**config.mk**
```make
export PLATFORM = sky130hd
export DESIGN_NAME = instret_counter
export DESIGN_NICKNAME = d
export VERILOG_FILES = /design/src/rtl/instret_pkg.sv /design/src/rtl/instret_incr.sv /design/src/rtl/instret_wr_merge.sv /design/src/rtl/instret_rd_mux.sv /design/src/rtl/instret_counter.sv
export SDC_FILE = /design/constraint.sdc
export NUM_CORES = 1
export LEC_CHECK = 0
export CORE_UTILIZATION = 55
export DETAILED_ROUTE_END_ITERATION = 6
export HOLD_SLACK_MARGIN = 0.15
export PLACE_DENSITY = 0.78
export SETUP_SLACK_MARGIN = 0.3
export SLEW_MARGIN = 20
export SYNTH_ARGS = -nofsm -noshare
export SYNTH_HDL_FRONTEND = slang
export SYNTH_HIERARCHICAL = 1
export SYNTH_SLANG_ARGS = --single-unit
```
**constraint.sdc**
```tcl
create_clock -name clk_i -period 5.9 [get_ports clk_i]
set_input_delay 0.885 -clock clk_i [delete_from_list [all_inputs] [get_ports clk_i]]
set_output_delay 0.885 -clock clk_i [all_outputs]
set_load 0.02 [all_outputs]
```
**src/rtl/instret_pkg.sv**
```systemverilog
package instret_pkg;
  localparam int unsigned INSTRET_CNT_W = 64;
  localparam int unsigned INSTRET_BUS_W = 32;

  // Source chosen for the next stored count
  typedef enum logic [1:0] {
    SRC_HOLD  = 2'd0,
    SRC_INC   = 2'd1,
    SRC_WRITE = 2'd2
  } cnt_src_e;
endpackage

```
**src/rtl/instret_incr.sv**
```systemverilog
module instret_incr #(
  parameter int unsigned CNT_W = 64
) (
  input  logic [CNT_W-1:0] cur_i,
  output logic [CNT_W-1:0] inc_o,
  output logic             wrap_o
);
  // Modulo-2^CNT_W step; carry out flags the wrap
  function automatic logic [CNT_W:0] step_one(input logic [CNT_W-1:0] v);
    return {1'b0, v} + {{CNT_W{1'b0}}, 1'b1};
  endfunction

  logic [CNT_W:0] sum;
  assign sum    = step_one(cur_i);
  assign inc_o  = sum[CNT_W-1:0];
  assign wrap_o = sum[CNT_W];
endmodule

```
**src/rtl/instret_wr_merge.sv**
```systemverilog
module instret_wr_merge #(
  parameter int unsigned CNT_W  = 64,
  parameter int unsigned DATA_W = 32,
  parameter int unsigned SEL_W  = 1
) (
  input  logic [CNT_W-1:0]  cur_i,
  input  logic              we_i,
  input  logic [SEL_W-1:0]  sel_i,
  input  logic [DATA_W-1:0] wdata_i,
  output logic [CNT_W-1:0]  merged_o
);
  localparam int unsigned HALVES = CNT_W / DATA_W;

  for (genvar h = 0; h < HALVES; h++) begin : g_half
    logic hit;
    assign hit = we_i && (sel_i == SEL_W'(h));
    assign merged_o[h*DATA_W +: DATA_W] = hit ? wdata_i : cur_i[h*DATA_W +: DATA_W];
  end
endmodule

```
**src/rtl/instret_rd_mux.sv**
```systemverilog
module instret_rd_mux #(
  parameter int unsigned CNT_W  = 64,
  parameter int unsigned DATA_W = 32,
  parameter int unsigned SEL_W  = 1
) (
  input  logic [CNT_W-1:0]  cur_i,
  input  logic [SEL_W-1:0]  sel_i,
  output logic [DATA_W-1:0] rdata_o
);
  localparam int unsigned HALVES = CNT_W / DATA_W;

  logic [DATA_W-1:0] slice [HALVES];
  for (genvar h = 0; h < HALVES; h++) begin : g_slice
    assign slice[h] = cur_i[h*DATA_W +: DATA_W];
  end

  always_comb begin
    rdata_o = '0;
    for (int unsigned i = 0; i < HALVES; i++) begin
      if (sel_i == SEL_W'(i)) rdata_o = slice[i];
    end
  end
endmodule

```
**src/rtl/instret_counter.sv**
```systemverilog
module instret_counter
  import instret_pkg::*;
#(
  parameter int unsigned CNT_W  = INSTRET_CNT_W,
  parameter int unsigned DATA_W = INSTRET_BUS_W,
  localparam int unsigned HALVES = CNT_W / DATA_W,
  localparam int unsigned SEL_W  = (HALVES > 1) ? $clog2(HALVES) : 1
) (
  input  logic              clk_i,
  input  logic              rst_ni,
  input  logic              retire_i,
  input  logic              csr_we_i,
  input  logic [SEL_W-1:0]  csr_half_i,
  input  logic [DATA_W-1:0] csr_wdata_i,
  output logic [DATA_W-1:0] csr_rdata_o
);
  logic [CNT_W-1:0] cnt_q;
  logic [CNT_W-1:0] cnt_inc;
  logic [CNT_W-1:0] cnt_merged;
  logic             inc_wrap;

  // Named events for the assertions
  logic     inc_fire;
  logic     wr_fire;
  cnt_src_e src;

  assign wr_fire  = csr_we_i;
  assign inc_fire = retire_i && !csr_we_i;

  instret_incr #(.CNT_W(CNT_W)) u_incr (
    .cur_i  (cnt_q),
    .inc_o  (cnt_inc),
    .wrap_o (inc_wrap)
  );

  instret_wr_merge #(.CNT_W(CNT_W), .DATA_W(DATA_W), .SEL_W(SEL_W)) u_merge (
    .cur_i    (cnt_q),
    .we_i     (csr_we_i),
    .sel_i    (csr_half_i),
    .wdata_i  (csr_wdata_i),
    .merged_o (cnt_merged)
  );

  instret_rd_mux #(.CNT_W(CNT_W), .DATA_W(DATA_W), .SEL_W(SEL_W)) u_rd (
    .cur_i   (cnt_q),
    .sel_i   (csr_half_i),
    .rdata_o (csr_rdata_o)
  );

  // Explicit write outranks the implicit increment
  always_comb begin
    if (wr_fire)       src = SRC_WRITE;
    else if (inc_fire) src = SRC_INC;
    else               src = SRC_HOLD;
  end

  always_ff @(posedge clk_i) begin
    if (!rst_ni) begin
      cnt_q <= '0;
    end else begin
      unique case (src)
        SRC_WRITE: cnt_q <= cnt_merged;
        SRC_INC:   cnt_q <= cnt_inc;
        default:   cnt_q <= cnt_q;
      endcase
    end
  end

  // ---------------- assertions ----------------
  p_step_one_r2: assert property (@(posedge clk_i) disable iff (!rst_ni)
    (retire_i && !csr_we_i) |=> (cnt_q - $past(cnt_q)) == CNT_W'(1));

  p_idle_hold_r3: assert property (@(posedge clk_i) disable iff (!rst_ni)
    (!retire_i && !csr_we_i) |=> $stable(cnt_q));

  p_wrap_zero_r8: assert property (@(posedge clk_i) disable iff (!rst_ni)
    (retire_i && !csr_we_i && (&cnt_q)) |=> (cnt_q == '0) && $past(inc_wrap));

  for (genvar h = 0; h < HALVES; h++) begin : g_chk
    p_wr_exact_r4: assert property (@(posedge clk_i) disable iff (!rst_ni)
      (csr_we_i && csr_half_i == SEL_W'(h)) |=>
        cnt_q[h*DATA_W +: DATA_W] == $past(csr_wdata_i));

    p_other_kept_r5: assert property (@(posedge clk_i) disable iff (!rst_ni)
      (csr_we_i && csr_half_i != SEL_W'(h)) |=>
        $stable(cnt_q[h*DATA_W +: DATA_W]));
  end
endmodule

```
==> flow_summary.json <==
{
  "r2r-start": "cnt_q[0]",
  "cts_max_level": 3,
  "whs_endpoint": "cnt_q[63]",
  "hold_viol_final": 0,
  "vias": 4901,
  "cts_setup_buffers": 0,
  "crit_slowest_cell": "clkdlybuf4s50_1",
  "relSlewSlack_pct": 32.1,
  "synth_warnings": 6,
  "synth_area_um2": 6430,
  "drt_iter0_drc": 376,
  "grt_max_degree": 79,
  "hold_depth": 2,
  "grt_usage_pct": 25.9,
  "n_antenna_cell": 0,
  "setup_tns_ns": 0,
  "r2r_end": "cnt_q[38]",
  "setup_viol": 0,
  "drive_gt1_share_pct": 29.2,
  "drc_errors": 0,
  "clkTransAtPathRegs_ns": 0.05,
  "top_regs": "cnt_q: 64 flops",
  "dpl.hpwl_um": 9950,
  "clk_path_buf_depth": 2,
  "synth_fp_nets": 652,
  "grt_pass1_wl_um": 24300,
  "die_area_um2": 12100,
  "finalCritPeriodShare_pct": 54.8,
  "syn2layout_area_growth_pct": 12.7,
  "hold_buffers": 0,
  "insertion_delay_ns": 0.33,
  "rsz0062_at_grt": "false",
  "r2r_cells": 7,
  "root_buffer": "clkbuf_16",
  "overflow": 0,
  "path_cells": "buf_4 > mux2_2 > clkdlybuf4s50_1",
  "syn_inst": 614,
  "arrival_ns": 2.35,
  "fp.dieW_um": 110,
  "outcome": "finished, final reports clean",
  "fin_crit_ns": 3.23,
  "p_leak_nw": 3.59,
  "clock_sinks": 64,
  "holdWs_ns": 0.703,
  "m1WireLength_um": 6760,
  "powerDensity_nw_per_um2": 201,
  "place_inst": 787,
  "initial_utilization_pct": 56.3,
  "hp-class": "reg -> reg",
  "ant_nets": 0,
  "largest_reg_flops": 64,
  "wl_um": 14900,
  "dr.pass1.iters": 5,
  "wl_per_cell_um": 18.6,
  "required_ns": 5.02,
  "gp_congestion": 0.856,
  "fp.coreArea_um2": 11400,
  "ir_worst_vdd_v": 0.000113,
  "top_layer": "met4",
  "critPathMaxStageDelay_ns": 0.53,
  "drv_cap": 0,
  "end_kind": "output port",
  "numPortBuffers": 68,
  "io-pin-count": 69,
  "ctsResizeCount": 0,
  "stdcell_count": 803,
  "fp-row-count": 39,
  "wl_met3_um": 679,
  "regMostFlops": "cnt_q",
  "dieHeight_um": 110,
  "maxSlewViolCount": 0,
  "crit_family": "buffers and inverters",
  "tightest_slew_ns": 1.01,
  "r2r_setup_slack_ns": 2.83,
  "antenna_found_initial": 0,
  "fin_skew_ns": 0.00731,
  "start_kind": "primary input",
  "cts_tree": "yes",
  "nNetsFinal": 693,
  "numCtsBuffers": 9,
  "synth.avg_cell_area_um2": 10.5,
  "hp-start": "cnt_q[63]",
  "drt-vias-per-instance": 6.10,
  "dr_wl_met2_um": 7180,
  "crit_fanout": 34,
  "crit_buf_inv": 2,
  "crit_type": "in -> out",
  "fmax_mhz": 309,
  "grt_pass1_vias": 4685,
  "fin_util_pct": 63.5
}
-- per-layer routing --
metal / vias up / GRT usage [%]
met5: - / 0
met4: 0 / 9.21
met3: 30 / 4.00
met2: 157 / 43.0
met1: 2385 / 33.9
li1: 2329 / -
-- power breakdown --
| part | leakage, nW | internal [W] | switching, W | total (W) |
|---|---|---|---|---|
| Sequential | 0.530 | 0.000465 | 0.0000660 | 0.000531 |
| Clock | 0.155 | 0.000341 | 0.000201 | 0.000541 |
| Combinational | 2.91 | 0.000243 | 0.000142 | 0.000385 |
-- how the worst max path moves through the flow --
stage / end / from / cells past startpoint / slack [ns]
after detailed placement: csr_rdata_o[29] / csr_half_i / 3 / 2.30
after global routing: csr_rdata_o[29] / csr_half_i / 3 / 2.62
after CTS: csr_rdata_o[29] / csr_half_i / 3 / 2.30
after floorplan: csr_rdata_o[0] / csr_half_i / 3 / 3.54
final: csr_rdata_o[29] / csr_half_i / 3 / 2.67
after global placement: csr_rdata_o[29] / csr_half_i / 3 / 2.35
-- area by class of cell --
cell class / instances / area [um2]
clock buffers: 14 / 294
inverters: 7 / 26.3
flip-flops and latches: 64 / 1280
repair buffers: 73 / 706
well taps: 143 / 179
fillers: 949 / 4170
multi-input cells: 500 / 4750
clock inverters: 2 / 10.0
-- through the flow --
stage / cell area [um2] / total power, W / setup WS, ns
after floorplan: 6430 / 0.000827 / 3.54
after global placement: 6940 / 0.000913 / 2.35
after global routing: 7250 / 0.00153 / 2.62
final: 7250 / 0.00146 / 2.67
after detailed placement: 6940 / 0.000924 / 2.30
after CTS: 7250 / 0.00147 / 2.30
-- cell usage in the layout, fill, tap and decap left out, types with 4 or more instances in the layout --
master	instances
mux2_4	120
o211a_1	64
dfxtp_1	64
clkdlybuf4s50_1	64
xnor2_1	41
mux2_2	40
or2b_1	33
nand2b_1	31
nand3_1	30
nand4_1	26
nand2_1	25
xor2_1	21
nor2_1	17
nor3_1	10
clkbuf_16	9
buf_4	8
and4_1	8
and3_1	8
inv_1	7
nor4_1	6
clkbuf_8	5
and2_1	4
-- tightest hold or removal path, delay by kind of cell (launching register included) --
family | cells | cell delay [ns]
mux | 1 | 0.17
compound gates | 1 | 0.12
flops | 1 | 0.39
Power figures use the tool's default switching activity.
